$ cat src/rtl/acq_rec_pkg.sv
package acq_rec_pkg;
  localparam int CAUSE_W   = 3;
  localparam int CAUSE_REC  = 0;
  localparam int CAUSE_PAIR = 1;
  localparam int CAUSE_TRIG = 2;

  typedef enum logic [2:0] {
    S_IDLE, S_FILL, S_ARMED, S_TDLY, S_REC, S_DONE
  } acqState_t;

  typedef struct packed {
    logic load;       // capture preloads, clear counters
    logic addrInc;    // advance pre-trigger address counter
    logic recInc;     // advance record counter
    logic trigEvt;    // trigger accepted this cycle
    logic recEvt;     // record counter overflowed this cycle
    logic acqActive;  // a run is in progress
  } ctrlStrobe_t;
endpackage

$ cat src/rtl/acq_rec_ctrl.sv
module acq_rec_ctrl
  import acq_rec_pkg::*;
(
  input  logic        clk,
  input  logic        rstN,
  input  logic        startAcq,
  input  logic        startZero,
  input  logic        convTick,
  input  logic        recTick,
  input  logic        trigIn,
  input  logic        addrHit,
  input  logic        recAtMax,
  output ctrlStrobe_t strobe,
  output logic        acquiring,
  output logic        armed,
  output logic        trigDelayed,
  output logic        endOfRecord
);
  acqState_t state, stateNext;

  always_comb begin
    stateNext = state;
    if (startAcq) begin
      stateNext = startZero ? S_ARMED : S_FILL;
    end else begin
      unique case (state)
        S_FILL:  if (convTick && addrHit)  stateNext = S_ARMED;
        S_ARMED: if (trigIn)               stateNext = S_TDLY;
        S_TDLY:  if (convTick)             stateNext = S_REC;
        S_REC:   if (recTick && recAtMax)  stateNext = S_DONE;
        default: stateNext = state;
      endcase
    end
  end

  always_ff @(posedge clk or negedge rstN) begin
    if (!rstN) state <= S_IDLE;
    else       state <= stateNext;
  end

  always_comb begin
    strobe           = '0;
    strobe.load      = startAcq;
    strobe.addrInc   = !startAcq && (state == S_FILL) && convTick;
    strobe.recInc    = !startAcq && (state == S_REC) && recTick && !recAtMax;
    strobe.trigEvt   = !startAcq && (state == S_ARMED) && trigIn;
    strobe.recEvt    = !startAcq && (state == S_REC) && recTick && recAtMax;
    strobe.acqActive = acquiring;
  end

  assign acquiring   = (state == S_FILL) || (state == S_ARMED) ||
                       (state == S_TDLY) || (state == S_REC);
  assign armed       = (state == S_ARMED);
  assign trigDelayed = (state == S_REC);
  assign endOfRecord = (state == S_DONE);
endmodule

$ cat src/rtl/acq_rec_dpath.sv
module acq_rec_dpath
  import acq_rec_pkg::*;
#(
  parameter int ADDR_W = 10,
  parameter int REC_W  = 8
) (
  input  logic               clk,
  input  logic               rstN,
  input  ctrlStrobe_t        strobe,
  input  logic [ADDR_W-1:0]  pretrigCount,
  input  logic [REC_W-1:0]   recPreload,
  input  logic               pairTick,
  input  logic [CAUSE_W-1:0] irqEn,
  input  logic               statusRead,
  output logic               startZero,
  output logic               addrHit,
  output logic               recAtMax,
  output logic [CAUSE_W-1:0] statusOut,
  output logic               irq
);
  localparam logic [REC_W-1:0] REC_MAX = {REC_W{1'b1}};

  logic [ADDR_W-1:0]  pretrigReg, addrCount, addrNext;
  logic [REC_W-1:0]   recCount;
  logic [CAUSE_W-1:0] pending, newEvt;

  assign addrNext  = addrCount + ADDR_W'(1);
  assign addrHit   = (addrNext == pretrigReg);
  assign recAtMax  = (recCount == REC_MAX);
  assign startZero = (pretrigCount == '0);

  always_ff @(posedge clk or negedge rstN) begin
    if (!rstN) begin
      pretrigReg <= '0;
      addrCount  <= '0;
      recCount   <= '0;
    end else if (strobe.load) begin
      pretrigReg <= pretrigCount;
      addrCount  <= '0;
      recCount   <= recPreload;
    end else begin
      if (strobe.addrInc) addrCount <= addrNext;
      if (strobe.recInc)  recCount  <= recCount + REC_W'(1);
    end
  end

  always_comb begin
    newEvt             = '0;
    newEvt[CAUSE_REC]  = strobe.recEvt;
    newEvt[CAUSE_PAIR] = pairTick && strobe.acqActive;
    newEvt[CAUSE_TRIG] = strobe.trigEvt;
  end

  always_ff @(posedge clk or negedge rstN) begin
    if (!rstN) pending <= '0;
    else       pending <= (statusRead ? '0 : pending) | (newEvt & irqEn);
  end

  assign statusOut = pending;
  assign irq       = |(pending & irqEn);
endmodule

$ cat src/rtl/acq_rec_top.sv
module acq_rec_top
  import acq_rec_pkg::*;
#(
  parameter int ADDR_W = 10,
  parameter int REC_W  = 8
) (
  input  logic               clk,
  input  logic               rstN,
  input  logic               startAcq,
  input  logic [ADDR_W-1:0]  pretrigCount,
  input  logic [REC_W-1:0]   recPreload,
  input  logic               convTick,
  input  logic               recTick,
  input  logic               trigIn,
  input  logic               pairTick,
  input  logic [CAUSE_W-1:0] irqEn,
  input  logic               statusRead,
  output logic [CAUSE_W-1:0] statusOut,
  output logic               irq,
  output logic               acquiring,
  output logic               armed,
  output logic               trigDelayed,
  output logic               endOfRecord
);
  ctrlStrobe_t strobe;
  logic startZero, addrHit, recAtMax;

  acq_rec_ctrl u_ctrl (
    .clk(clk), .rstN(rstN), .startAcq(startAcq), .startZero(startZero),
    .convTick(convTick), .recTick(recTick), .trigIn(trigIn),
    .addrHit(addrHit), .recAtMax(recAtMax), .strobe(strobe),
    .acquiring(acquiring), .armed(armed), .trigDelayed(trigDelayed),
    .endOfRecord(endOfRecord)
  );

  acq_rec_dpath #(.ADDR_W(ADDR_W), .REC_W(REC_W)) u_dpath (
    .clk(clk), .rstN(rstN), .strobe(strobe), .pretrigCount(pretrigCount),
    .recPreload(recPreload), .pairTick(pairTick), .irqEn(irqEn),
    .statusRead(statusRead), .startZero(startZero), .addrHit(addrHit),
    .recAtMax(recAtMax), .statusOut(statusOut), .irq(irq)
  );
endmodule

$ cat config.mk
export PLATFORM = sky130hd
export DESIGN_NAME = acq_rec_top
export DESIGN_NICKNAME = d
export VERILOG_FILES = /design/src/rtl/acq_rec_pkg.sv /design/src/rtl/acq_rec_ctrl.sv /design/src/rtl/acq_rec_dpath.sv /design/src/rtl/acq_rec_top.sv
export SDC_FILE = /design/constraint.sdc
export NUM_CORES = 1
export LEC_CHECK = 0
export ABC_AREA = 1
export BUFFER_PORTS_ARGS = -buffer_cell sky130_fd_sc_hd__clkbuf_2
export CAP_MARGIN = 10
export CORE_ASPECT_RATIO = 1.5
export CORE_MARGIN = 4
export CORE_UTILIZATION = 45
export CTS_BUF_LIST = sky130_fd_sc_hd__clkbuf_4 sky130_fd_sc_hd__clkbuf_8
export CTS_CLUSTER_DIAMETER = 60
export DETAILED_ROUTE_END_ITERATION = 7
export PLACE_DENSITY = 0.73
export SYNTH_ARGS = -nofsm -noshare
export SYNTH_HDL_FRONTEND = slang
export SYNTH_SLANG_ARGS = --single-unit
$ cat constraint.sdc
create_clock -name clk -period 2.9 [get_ports clk]
set_input_delay 0.29 -clock clk [delete_from_list [all_inputs] [get_ports clk]]
set_output_delay 0.29 -clock clk [all_outputs]
set_load 0.02 [all_outputs]
==> results of run 1 <==
cells in the final DEF, fill, tap and decap left out, types with 5 or more instances in the layout:
cell	instances
sky130_fd_sc_hd__dfrtp_1	34
sky130_fd_sc_hd__o211ai_1	5
sky130_fd_sc_hd__nor2_4	5
sky130_fd_sc_hd__clkbuf_2	36
sky130_fd_sc_hd__inv_2	5
sky130_fd_sc_hd__o21ai_0	12
sky130_fd_sc_hd__inv_1	31
sky130_fd_sc_hd__nand2_1	90
sky130_fd_sc_hd__clkbuf_8	5
sky130_fd_sc_hd__nand2_2	7
sky130_fd_sc_hd__nor2_1	12
sky130_fd_sc_hd__nand3_1	30
sky130_fd_sc_hd__o22ai_1	11
area by class of cell:
| class | count | area [sq um] |
|---|---|---|
| clock buffers | 6 | 76.3 |
| clock inverters | 2 | 13.8 |
| fillers | 417 | 1940 |
| inverters | 37 | 140 |
| multi-input cells | 200 | 1010 |
| flip-flops and latches | 34 | 851 |
| well taps | 46 | 57.6 |
| repair buffers | 37 | 188 |
logic make-up after synthesis:
logic type | Yosys count | synth area share (%)
compound gates | 35 | 10.9
fa+ha+maj | 2 | 1.24
buf+inv | 41 | 7.79
simple gates | 160 | 36.7
flops | 34 | 42.1
xor+xnor | 3 | 1.30
through the flow:
step,total power [mW],util [%]
after floorplan,0.868,-
after global placement,0.984,52.6
after detailed placement,0.991,52.6
after CTS,1.35,54.7
after global routing,1.43,54.7
final,1.34,54.7
worst max-delay path, cell delays in order, from the launching register on:
cell,delay (ns)
sky130_fd_sc_hd__dfrtp_1,0.44
sky130_fd_sc_hd__ha_1,0.25
sky130_fd_sc_hd__nand2_1,0.14
sky130_fd_sc_hd__inv_2,0.06
sky130_fd_sc_hd__nand2_1,0.08
sky130_fd_sc_hd__nand2_1,0.08
sky130_fd_sc_hd__nand2_1,0.06
sky130_fd_sc_hd__nand4_1,0.08
sky130_fd_sc_hd__nor2_1,0.15
sky130_fd_sc_hd__nand4_1,0.12
sky130_fd_sc_hd__nand2_2,0.11
sky130_fd_sc_hd__nand2_2,0.07
sky130_fd_sc_hd__nand2_1,0.06
sky130_fd_sc_hd__nand2_1,0.05
routing by layer:
layer  routed length, microns  up-vias  track usage [%]
met5                        0        -                0
met4                       95        0             6.26
met3                      245        9             3.87
met2                     2300       41             31.9
met1                     1920      832             21.0
li1                         -      978                -
flip-flops by register name (all words and copies together), names as in the netlist:
signal and cells:
u_dpath.addrCount 10, u_dpath.pretrigReg 10, u_dpath.recCount 8, u_ctrl.state 3, u_dpath.statusOut 3
power by group through the flow:
stage	clock network [mW]	registers, mW	logic, mW
5_1_grt	0.389	0.604	0.440
3_5_place_dp	0	0.600	0.391
6_report	0.356	0.594	0.387
2_1_floorplan	0	0.595	0.273
3_3_place_gp	0	0.599	0.384
4_1_cts	0.364	0.593	0.392
worst paths after layout:
check                                                     to  slack [ns]
setup / recovery                 u_ctrl.state[2]$_DFFE_PN0P_        1.04
hold / removal              u_dpath.addrCount[3]$_DFFE_PN0P_        0.09
setup reg to reg                 u_ctrl.state[2]$_DFFE_PN0P_        1.04
hold reg to reg            u_dpath.pretrigReg[0]$_DFFE_PN0P_        0.50
max in group asynchronous   u_dpath.addrCount[7]$_DFFE_PN0P_        2.26
min in group clk             u_dpath.recCount[2]$_DFFE_PN0P_        0.22
==> impl_metrics.json, run 1 <==
{
  "run_status": "finished clean",
  "grt_start_max_net_pins": 35,
  "timing.reg2reg.worst_path_depth": 13,
  "post-synth-top-area-cell": "sky130_fd_sc_hd__dfrtp_1",
  "max_slew.worst_pin.slew_ns": 0.841,
  "place.port_buffers": 36,
  "initial_utilization_pct": 47.3,
  "dominantRegCellSynth": "sky130_fd_sc_hd__dfrtp_1",
  "switching_part_of_the_total_power_pct": 36.6,
  "yosysWarnings": 0,
  "ctsHtreeMaxLevel": 2,
  "track_usage_pct": 17.9,
  "total_switching_power_uw": 489,
  "height_of_the_die_microns": 90.1,
  "cp-startpoint": "u_dpath.addrCount[0]$_DFFE_PN0P_",
  "clk-insertion-delay-late_ns": 0.29,
  "ys_ff_latch": 34,
  "design.final.nets": 346,
  "inst_count_dp": 354,
  "final_period_minus_worst_setup_slack_ns": 1.86,
  "drt_first_pass_iters": 4,
  "diodes": 0,
  "cts-root-to-sink-buffers": 2,
  "syn-instance-count": 275,
  "cts_tree": "yes",
  "timing.final.crit_share_pct": 64.1,
  "io_pins": 37,
  "critical_path_required_ns": 3.08,
  "max_cap_viol_count": 0,
  "power.share.sequential_pct": 44.4,
  "pwr_density_cell_nw_per_um2": 572,
  "place_congestion": 0.833,
  "wl_per_cell_microns": 12.6,
  "r2r_start": "u_dpath.addrCount[0]$_DFFE_PN0P_",
  "synth_edf_count": 0,
  "grt_pass1_wl_microns": 8330,
  "dieArea_sq_um": 5650,
  "endpoint_kind": "register",
  "initialDrtViolationCount": 50,
  "clkSlewWorstSetupHoldPaths_ns": 0.08,
  "share_of_flip_flops_with_an_asynchronous_set_or_reset_pct": 100,
  "worst_setup_slack_after_layout_ns": 1.04,
  "finalClockSkew_ns": 0.0107,
  "fraction_of_layout_cells_with_a_size_suffix_above_1_pct": 22.5,
  "fin_setup_tns_ns": 0,
  "cell_types_occupying_the_most_area_after_synthesis": "sky130_fd_sc_hd__dfrtp_1, sky130_fd_sc_hd__nand2_1, sky130_fd_sc_hd__nand3_1",
  "p_int_uw": 849,
  "clock_buffers_created_by_tritoncts": 5,
  "yosysSeqAreaShare_pct": 42.1,
  "remaining_drcs": 0,
  "yosysUniqueCellTypes": 30,
  "grt.overflow.total": 0,
  "comb_power_share_pct": 29.0,
  "final_cell_area_sq_um": 2340,
  "ctsResizeCount": 0,
  "final_cell_count_no_fill": 362,
  "clock_sinks": 34,
  "worstSetupPathType": "register to register",
  "max-vdd-ir-drop_mv": 0.438,
  "worst-endpoint-arrival_ns": 2.04,
  "synth_nets": 306,
  "vias_per_cell": 5.14,
  "post_cts_hold_buffer_count": 0,
  "netlist_top_cells_count": "sky130_fd_sc_hd__nand2_1, sky130_fd_sc_hd__dfrtp_1, sky130_fd_sc_hd__inv_1, sky130_fd_sc_hd__nand3_1",
  "place_area_sq_um": 2250,
  "power.share.clock_pct": 26.6,
  "postRouteWirelength_microns": 4560,
  "synth_largest_type_area_fraction_pct": 42.1,
  "syn2layout_area_growth_pct": 15.7,
  "synthesis.area_sq_um": 2020,
  "antenna_found_initial": 0,
  "clock_tree.root_cell": "sky130_fd_sc_hd__clkbuf_8",
  "maxSlewViolCount": 0,
  "core_sq_um": 4280,
  "place_worst_setup_slack_ns": 1.06,
  "timing.slew.headroom_pct": 43.9,
  "post_synth.cell_area_avg_sq_um": 7.36,
  "die_width_microns": 62.7,
  "detailroute.via_count": 1860,
  "postCtsSetupRepairBufs": 0,
  "timing.final.hold_violations": 0,
  "crit_path_max_fanout": 7,
  "synthMostInstantiatedCell": "sky130_fd_sc_hd__nand2_1",
  "finalSetupViolations": 0,
  "fin_worst_hold_slack_ns": 0.0920,
  "hpwl_microns": 3570,
  "number_of_global_route_vias_before_repair": 1910,
  "holdCritPathClass": "primary input to asynchronous set/reset pin",
  "power.static_leakage_nw": 1.15,
  "fmax_mhz": 538,
  "unrepaired_setup_endpoints_after_global_routing": "false",
  "std_cell_rows": 29,
  "final_antenna_net_count": 0,
  "critical_path.startpoint_type": "register"
}
Power figures use the tool's default switching activity.
==> inputs of run 2 (changes only) <==
==> constraint.sdc (replaced) <==
create_clock -name clk -period 1.95 [get_ports clk]
set_input_delay 0.195 -clock clk [delete_from_list [all_inputs] [get_ports clk]]
set_output_delay 0.195 -clock clk [all_outputs]
set_load 0.02 [all_outputs]
==> run 2 against run 1 <==
Effect of this change: final area grew 1.7%; largest power group unchanged; total power grew 49%; via count grew 1.9%; sequential power grew 49%; core utilization grew 0.94 points; non-clock buffer count grew 5; critical endpoint is now u_ctrl.state[1]$_DFFE_PN0P_; flip-flop and latch count is the same; combinational power grew 54%; sequential share of layout area shrank 0.56 points; largest cell class unchanged.
==> impl_metrics.json, run 2 (synthesized netlist as in run 1, its figures left out) <==
{
  "path_buf_inv": 1,
  "critical_path_required_ns": 2.13,
  "initialDrtViolationCount": 22,
  "io_pins": 37,
  "largestRegisters": "u_dpath.addrCount: 10 flops, u_dpath.pretrigReg: 10 flops, u_dpath.recCount: 8 flops",
  "multi_input_area_sq_um": 1020,
  "grt_start_max_net_pins": 35,
  "grt.overflow.total": 0,
  "initial_utilization_pct": 47.3,
  "place_congestion": 0.786,
  "timing.critical_path.slowest_cell_delay_ns": 0.45,
  "hpwl_microns": 3640,
  "crit_top_cell": "sky130_fd_sc_hd__nand2_1",
  "finalClockSkew_ns": 0.00262,
  "fmax_mhz": 568,
  "core_sq_um": 4280,
  "vias_per_cell": 5.18,
  "layout.cells.most_common_list": "sky130_fd_sc_hd__nand2_1, sky130_fd_sc_hd__clkbuf_2, sky130_fd_sc_hd__dfrtp_1, sky130_fd_sc_hd__inv_1, sky130_fd_sc_hd__nand3_1",
  "height_of_the_die_microns": 90.1,
  "clock_buffers_created_by_tritoncts": 5,
  "postRouteWirelength_microns": 4660,
  "endpoint_kind": "register",
  "critical_path.cell_chain": "ha_2, inv_1, nand2_1, nand3_1, nor2_1, nand4_1, nor2_1, nand4_1, nand2_2, nand2_2, nand2_1, nand2_1",
  "max-vdd-ir-drop_mv": 0.664,
  "remaining_drcs": 0,
  "holdCritPathClass": "primary input to register",
  "antenna_found_initial": 0,
  "detailroute.via_count": 1895,
  "grt_pass1_wl_microns": 8140,
  "design.final.nets": 351,
  "highest-signal-layer": "met4",
  "worstSetupPathType": "register to register",
  "met3_wirelength_microns": 201,
  "final_antenna_net_count": 0,
  "layout.cells.most_common": "sky130_fd_sc_hd__nand2_1",
  "sequential_cell_area_sq_um": 852,
  "number_of_global_route_vias_before_repair": 1863,
  "max_cap_viol_count": 0,
  "cts-root-to-sink-buffers": 2,
  "timing.final.hold_violations": 0,
  "worst-endpoint-arrival_ns": 1.94,
  "clock_tree.root_cell": "sky130_fd_sc_hd__clkbuf_8",
  "pwr_density_cell_nw_per_um2": 839,
  "routedLengthMet1_microns": 1910,
  "critical_path.startpoint_type": "register",
  "clk-insertion-delay-late_ns": 0.28,
  "drt_first_pass_iters": 4,
  "track_usage_pct": 18.0,
  "clock_sinks": 34,
  "power.static_leakage_nw": 1.17,
  "timing.final.crit_share_pct": 90.2,
  "timing.slew.headroom_pct": 71.5,
  "crit_slowest_cell": "sky130_fd_sc_hd__dfrtp_2",
  "timing.critical_path.max_delay_family": "simple AND/OR/NAND/NOR gates",
  "wl_per_cell_microns": 12.7,
  "place_area_sq_um": 2270,
  "dieArea_sq_um": 5650,
  "clkSlewWorstSetupHoldPaths_ns": 0.07,
  "crit_path_max_fanout": 7,
  "nFillCells": 443,
  "fraction_of_layout_cells_with_a_size_suffix_above_1_pct": 24.1,
  "place.port_buffers": 36,
  "maxSlewViolCount": 0,
  "final_cell_count_no_fill": 366,
  "finalSetupViolations": 0,
  "std_cell_rows": 29,
  "syn2layout_area_growth_pct": 17.7,
  "dr_wl_met2_microns": 2450,
  "ctsHtreeMaxLevel": 2,
  "diodes": 0,
  "final_cell_area_sq_um": 2380,
  "inst_count_dp": 357,
  "die_width_microns": 62.7,
  "cts_tree": "yes",
  "max_slew.worst_pin.slew_ns": 0.427,
  "final_period_minus_worst_setup_slack_ns": 1.76,
  "run_status": "finished clean"
}
[run 2: cell count changes in the layout (fill, tap and decap cells not counted), sizes merged]
cell         change
buf              +4
clkbuf           +1
clkinv           -2
dlygate4sd3      +1
[run 2: worst paths after layout]
kind                                                   startpoint                           endpoint  slack, ns  cells past startpoint
worst max-delay path             u_dpath.addrCount[0]$_DFFE_PN0P_        u_ctrl.state[1]$_DFFE_PN0P_       0.19                     12
worst min-delay path                              pretrigCount[8]  u_dpath.pretrigReg[8]$_DFFE_PN0P_       0.13                      3
worst max register to register   u_dpath.addrCount[0]$_DFFE_PN0P_        u_ctrl.state[1]$_DFFE_PN0P_       0.19                     12
worst min register to register  u_dpath.pretrigReg[8]$_DFFE_PN0P_  u_dpath.pretrigReg[8]$_DFFE_PN0P_       0.51                      2
max in group asynchronous                                    rstN   u_dpath.addrCount[0]$_DFFE_PN0P_       1.15                      3
min in group asynchronous                                    rstN   u_dpath.addrCount[3]$_DFFE_PN0P_       0.47                      3
[run 2: what timing repair did]
action / 4_1_cts / 5_1_grt
resized for setup: 0 / 3
setup buffers: 0 / 1
hold buffers: 1 / 0
hold endpoints to repair: 34 / 0
endpoints found under the setup margin: 0 / 3
[run 2: metrics by stage]
stage	TNS (ns)	util, %	hold WS (ns)	power, mW	worst slack (ns)
CTS	0	55.3	0.126	2.00	0.126
floorplan	0	-	-0.101	1.29	0.258
finish	0	55.6	0.130	2.00	0.190
global route	-0.00523	55.6	0.150	2.13	-0.00523
global placement	0	53.1	0.257	1.47	0.199
detailed placement	0	53.1	0.255	1.49	0.138
[run 2: report_power, final]
group	total (mW)	switching (mW)	internal, mW
sequential	0.883	0.0905	0.793
combinational	0.595	0.378	0.218
clock	0.520	0.246	0.274
[run 2: worst reg2reg max path, cell delays in order, from the launching register on]
cell                      delay [ns]
sky130_fd_sc_hd__dfrtp_2        0.45
sky130_fd_sc_hd__ha_2           0.34
sky130_fd_sc_hd__inv_1          0.05
sky130_fd_sc_hd__nand2_1        0.05
sky130_fd_sc_hd__nand3_1        0.06
sky130_fd_sc_hd__nor2_1         0.08
sky130_fd_sc_hd__nand4_1        0.10
sky130_fd_sc_hd__nor2_1         0.12
sky130_fd_sc_hd__nand4_1        0.12
sky130_fd_sc_hd__nand2_2        0.11
sky130_fd_sc_hd__nand2_2        0.07
sky130_fd_sc_hd__nand2_1        0.06
sky130_fd_sc_hd__nand2_1        0.05
[run 2: cell type report]
| class | instances | share of cell area (%) |
|---|---|---|
| timing repair buffer | 42 | 9.56 |
| sequential | 34 | 35.8 |
| inverter | 37 | 5.89 |
| tap | 46 | 2.42 |
| multi-input combinational | 200 | 42.8 |
| clock buffer | 7 | 3.52 |
[run 2: layer usage]
metal,vias up,GRT usage (%)
met2,41,32.3
li1,985,-
met5,-,0
met1,861,20.4
met4,0,7.18
met3,8,3.99
==> inputs of run 3 (changes only) <==
--- a/config.mk
+++ b/config.mk
@@ -8,13 +8,12 @@
 export ABC_AREA = 1
 export BUFFER_PORTS_ARGS = -buffer_cell sky130_fd_sc_hd__clkbuf_2
 export CAP_MARGIN = 10
-export CORE_ASPECT_RATIO = 1.5
 export CORE_MARGIN = 4
-export CORE_UTILIZATION = 45
+export CORE_UTILIZATION = 52
 export CTS_BUF_LIST = sky130_fd_sc_hd__clkbuf_4 sky130_fd_sc_hd__clkbuf_8
 export CTS_CLUSTER_DIAMETER = 60
 export DETAILED_ROUTE_END_ITERATION = 7
-export PLACE_DENSITY = 0.73
+export PLACE_DENSITY = 0.84
 export SYNTH_ARGS = -nofsm -noshare
 export SYNTH_HDL_FRONTEND = slang
 export SYNTH_SLANG_ARGS = --single-unit
==> constraint.sdc (replaced) <==
create_clock -name clk -period 1.5 [get_ports clk]
set_input_delay 0.15 -clock clk [delete_from_list [all_inputs] [get_ports clk]]
set_output_delay 0.15 -clock clk [all_outputs]
set_load 0.02 [all_outputs]
==> run 3 against run 2 <==
Effect of this change: the run now ends with negative setup slack left; sequential share of layout area is 5.4 points lower; worst setup slack worse by 0.55 ns; via count increased by 17%; largest cell class unchanged; worst hold slack got worse by 0.057 ns; largest power group unchanged; register-to-register slack lost 0.55 ns; total power is 52% higher; core utilization up 20 points; non-clock buffer count rose by 37.
==> impl_metrics.json, run 3 (synthesized netlist as in run 1, its figures left out) <==
{
  "run_status": "finished with violations",
  "failed_checks": "negative setup slack",
  "endpoint_kind": "register",
  "worst-endpoint-arrival_ns": 2.04,
  "crit_path_max_fanout": 4,
  "clk-insertion-delay-late_ns": 0.29,
  "max_slew.worst_pin.slew_ns": 0.357,
  "power_mw": 3.04,
  "clock_sinks": 34,
  "final_period_minus_worst_setup_slack_ns": 1.86,
  "fmax_mhz": 537,
  "timing.slew.headroom_pct": 76.0,
  "place.port_buffers": 36,
  "critical_path.startpoint_type": "register",
  "die_width_microns": 70.4,
  "postRouteWirelength_microns": 5770,
  "core_sq_um": 3720,
  "timing.final.crit_share_pct": 124,
  "design.final.nets": 388,
  "fin_util_pct": 75.5,
  "layout.cells.most_common_list": "sky130_fd_sc_hd__nand2_1, sky130_fd_sc_hd__buf_4, sky130_fd_sc_hd__clkbuf_2, sky130_fd_sc_hd__dfrtp_1, sky130_fd_sc_hd__inv_1",
  "critical_path_required_ns": 1.68,
  "drt_first_pass_iters": 4,
  "final_antenna_net_count": 0,
  "detailroute.via_count": 2226,
  "clock_tree.root_cell": "sky130_fd_sc_hd__clkbuf_8",
  "initialDrtViolationCount": 143,
  "max_cap_viol_count": 0,
  "grt.overflow.total": 0,
  "grt_pass1_wl_microns": 9050,
  "worstSetupPathType": "register to register",
  "cts_tree": "yes",
  "power.static_leakage_nw": 1.40,
  "unrepaired_setup_endpoints_after_global_routing": "true",
  "wl_per_cell_microns": 14.2,
  "clock_buffers_created_by_tritoncts": 5,
  "diodes": 0,
  "finalClockSkew_ns": 0.00944,
  "std_cell_rows": 22,
  "dieArea_sq_um": 4950,
  "syn2layout_area_growth_pct": 38.6,
  "worst_hold_path.num_cells": 3,
  "clkSlewWorstSetupHoldPaths_ns": 0.08,
  "track_usage_pct": 22.8,
  "number_of_global_route_vias_before_repair": 2177,
  "fin_setup_tns_ns": -2.56,
  "io_pins": 37,
  "timing.final.hold_violations": 0,
  "height_of_the_die_microns": 70.4,
  "finalSetupViolations": 11,
  "antenna_found_initial": 0,
  "vias_per_cell": 5.48,
  "largestRegisters": "u_dpath.addrCount: 10 flops, u_dpath.pretrigReg: 10 flops, u_dpath.recCount: 8 flops",
  "remaining_drcs": 0,
  "cts-root-to-sink-buffers": 2,
  "holdCritPathClass": "primary input to register",
  "grt_start_max_net_pins": 35,
  "hpwl_microns": 3870,
  "worst_setup_slack_after_layout_ns": -0.363,
  "max-vdd-ir-drop_mv": 0.992,
  "initial_utilization_pct": 54.4,
  "ctsHtreeMaxLevel": 2,
  "layout.cells.most_common": "sky130_fd_sc_hd__nand2_1",
  "maxSlewViolCount": 0,
  "pwr_density_cell_nw_per_um2": 1080,
  "fraction_of_layout_cells_with_a_size_suffix_above_1_pct": 36.9,
  "place_congestion": 0.883,
  "timing.reg2reg.worst_path_depth": 12
}
## run 3: cell types whose count changed in the layout (fill, tap and decap cells not counted), moves of 5 or more
cell	delta
sky130_fd_sc_hd__buf_4	+31
sky130_fd_sc_hd__nand2_2	+8
sky130_fd_sc_hd__nand2_1	-10
sky130_fd_sc_hd__buf_6	+5
## run 3: worst max-delay path: stages, from the launching register on
cell	delay, ns
sky130_fd_sc_hd__dfrtp_1	0.43
sky130_fd_sc_hd__ha_4	0.28
sky130_fd_sc_hd__inv_1	0.05
sky130_fd_sc_hd__nand2_1	0.08
sky130_fd_sc_hd__nand3_1	0.09
sky130_fd_sc_hd__nor2_1	0.11
sky130_fd_sc_hd__nand4_1	0.11
sky130_fd_sc_hd__nor2_1	0.11
sky130_fd_sc_hd__nand4_1	0.15
sky130_fd_sc_hd__nand2_2	0.15
sky130_fd_sc_hd__nand2_2	0.08
sky130_fd_sc_hd__nand2_1	0.08
sky130_fd_sc_hd__nand2_1	0.04
## run 3: path summary, 6_finish.rpt
check                                             startpoint                           endpoint  slack (ns)
max                         u_dpath.addrCount[0]$_DFFE_PN0P_        u_ctrl.state[1]$_DFFE_PN0P_       -0.36
min                                            recPreload[2]    u_dpath.recCount[2]$_DFFE_PN0P_        0.07
max reg2reg                 u_dpath.addrCount[0]$_DFFE_PN0P_        u_ctrl.state[1]$_DFFE_PN0P_       -0.36
min reg2reg                u_dpath.pretrigReg[8]$_DFFE_PN0P_  u_dpath.pretrigReg[8]$_DFFE_PN0P_        0.53
max in group asynchronous                               rstN   u_dpath.addrCount[0]$_DFFE_PN0P_        0.96
min in group asynchronous                               rstN  u_dpath.pretrigReg[3]$_DFFE_PN0P_        0.35
## run 3: layout make-up
| type | count | area, sq um |
|---|---|---|
| fill | 265 | 912 |
| sequential | 34 | 851 |
| multi-input combinational | 200 | 1100 |
| inverter | 37 | 143 |
| tap | 48 | 60.1 |
| timing repair buffer | 79 | 537 |
| clock inverter | 3 | 40.0 |
| clock buffer | 5 | 68.8 |
## run 3: power breakdown
part / switching (mW) / internal (mW)
Sequential: 0.0997 / 1.03
Combinational: 0.623 / 0.447
Clock: 0.351 / 0.489
Total: 1.07 / 1.96
## run 3: per-layer routing
metal  track usage (%)  part of all wire (%)  up-vias
li1                  -                     -     1066
met1              26.5                    40     1050
met2              38.3                    51       90
met3              6.19                   5.8       20
met4              11.3                   3.2        0
met5                 0                     0        -
## run 3: per-stage QoR
step,std cells,instance area [sq um],hold WS (ns),setup slack [ns]
after global placement,391,2550,0.127,-0.192
after CTS,402,2700,0.0761,-0.223
after floorplan,275,2040,-0.146,-0.112
after global routing,406,2800,0.0851,-0.493
after detailed placement,391,2550,0.129,-0.224
final,406,2800,0.0737,-0.363
## run 3: repair_timing
action | CTS | global route
setup buffers | 2 | 4
hold buffers | 1 | 0
pin swaps | 4 | 2
endpoints found under the setup margin | 11 | 20
resized for setup | 5 | 23
hold endpoints to repair | 34 | 0
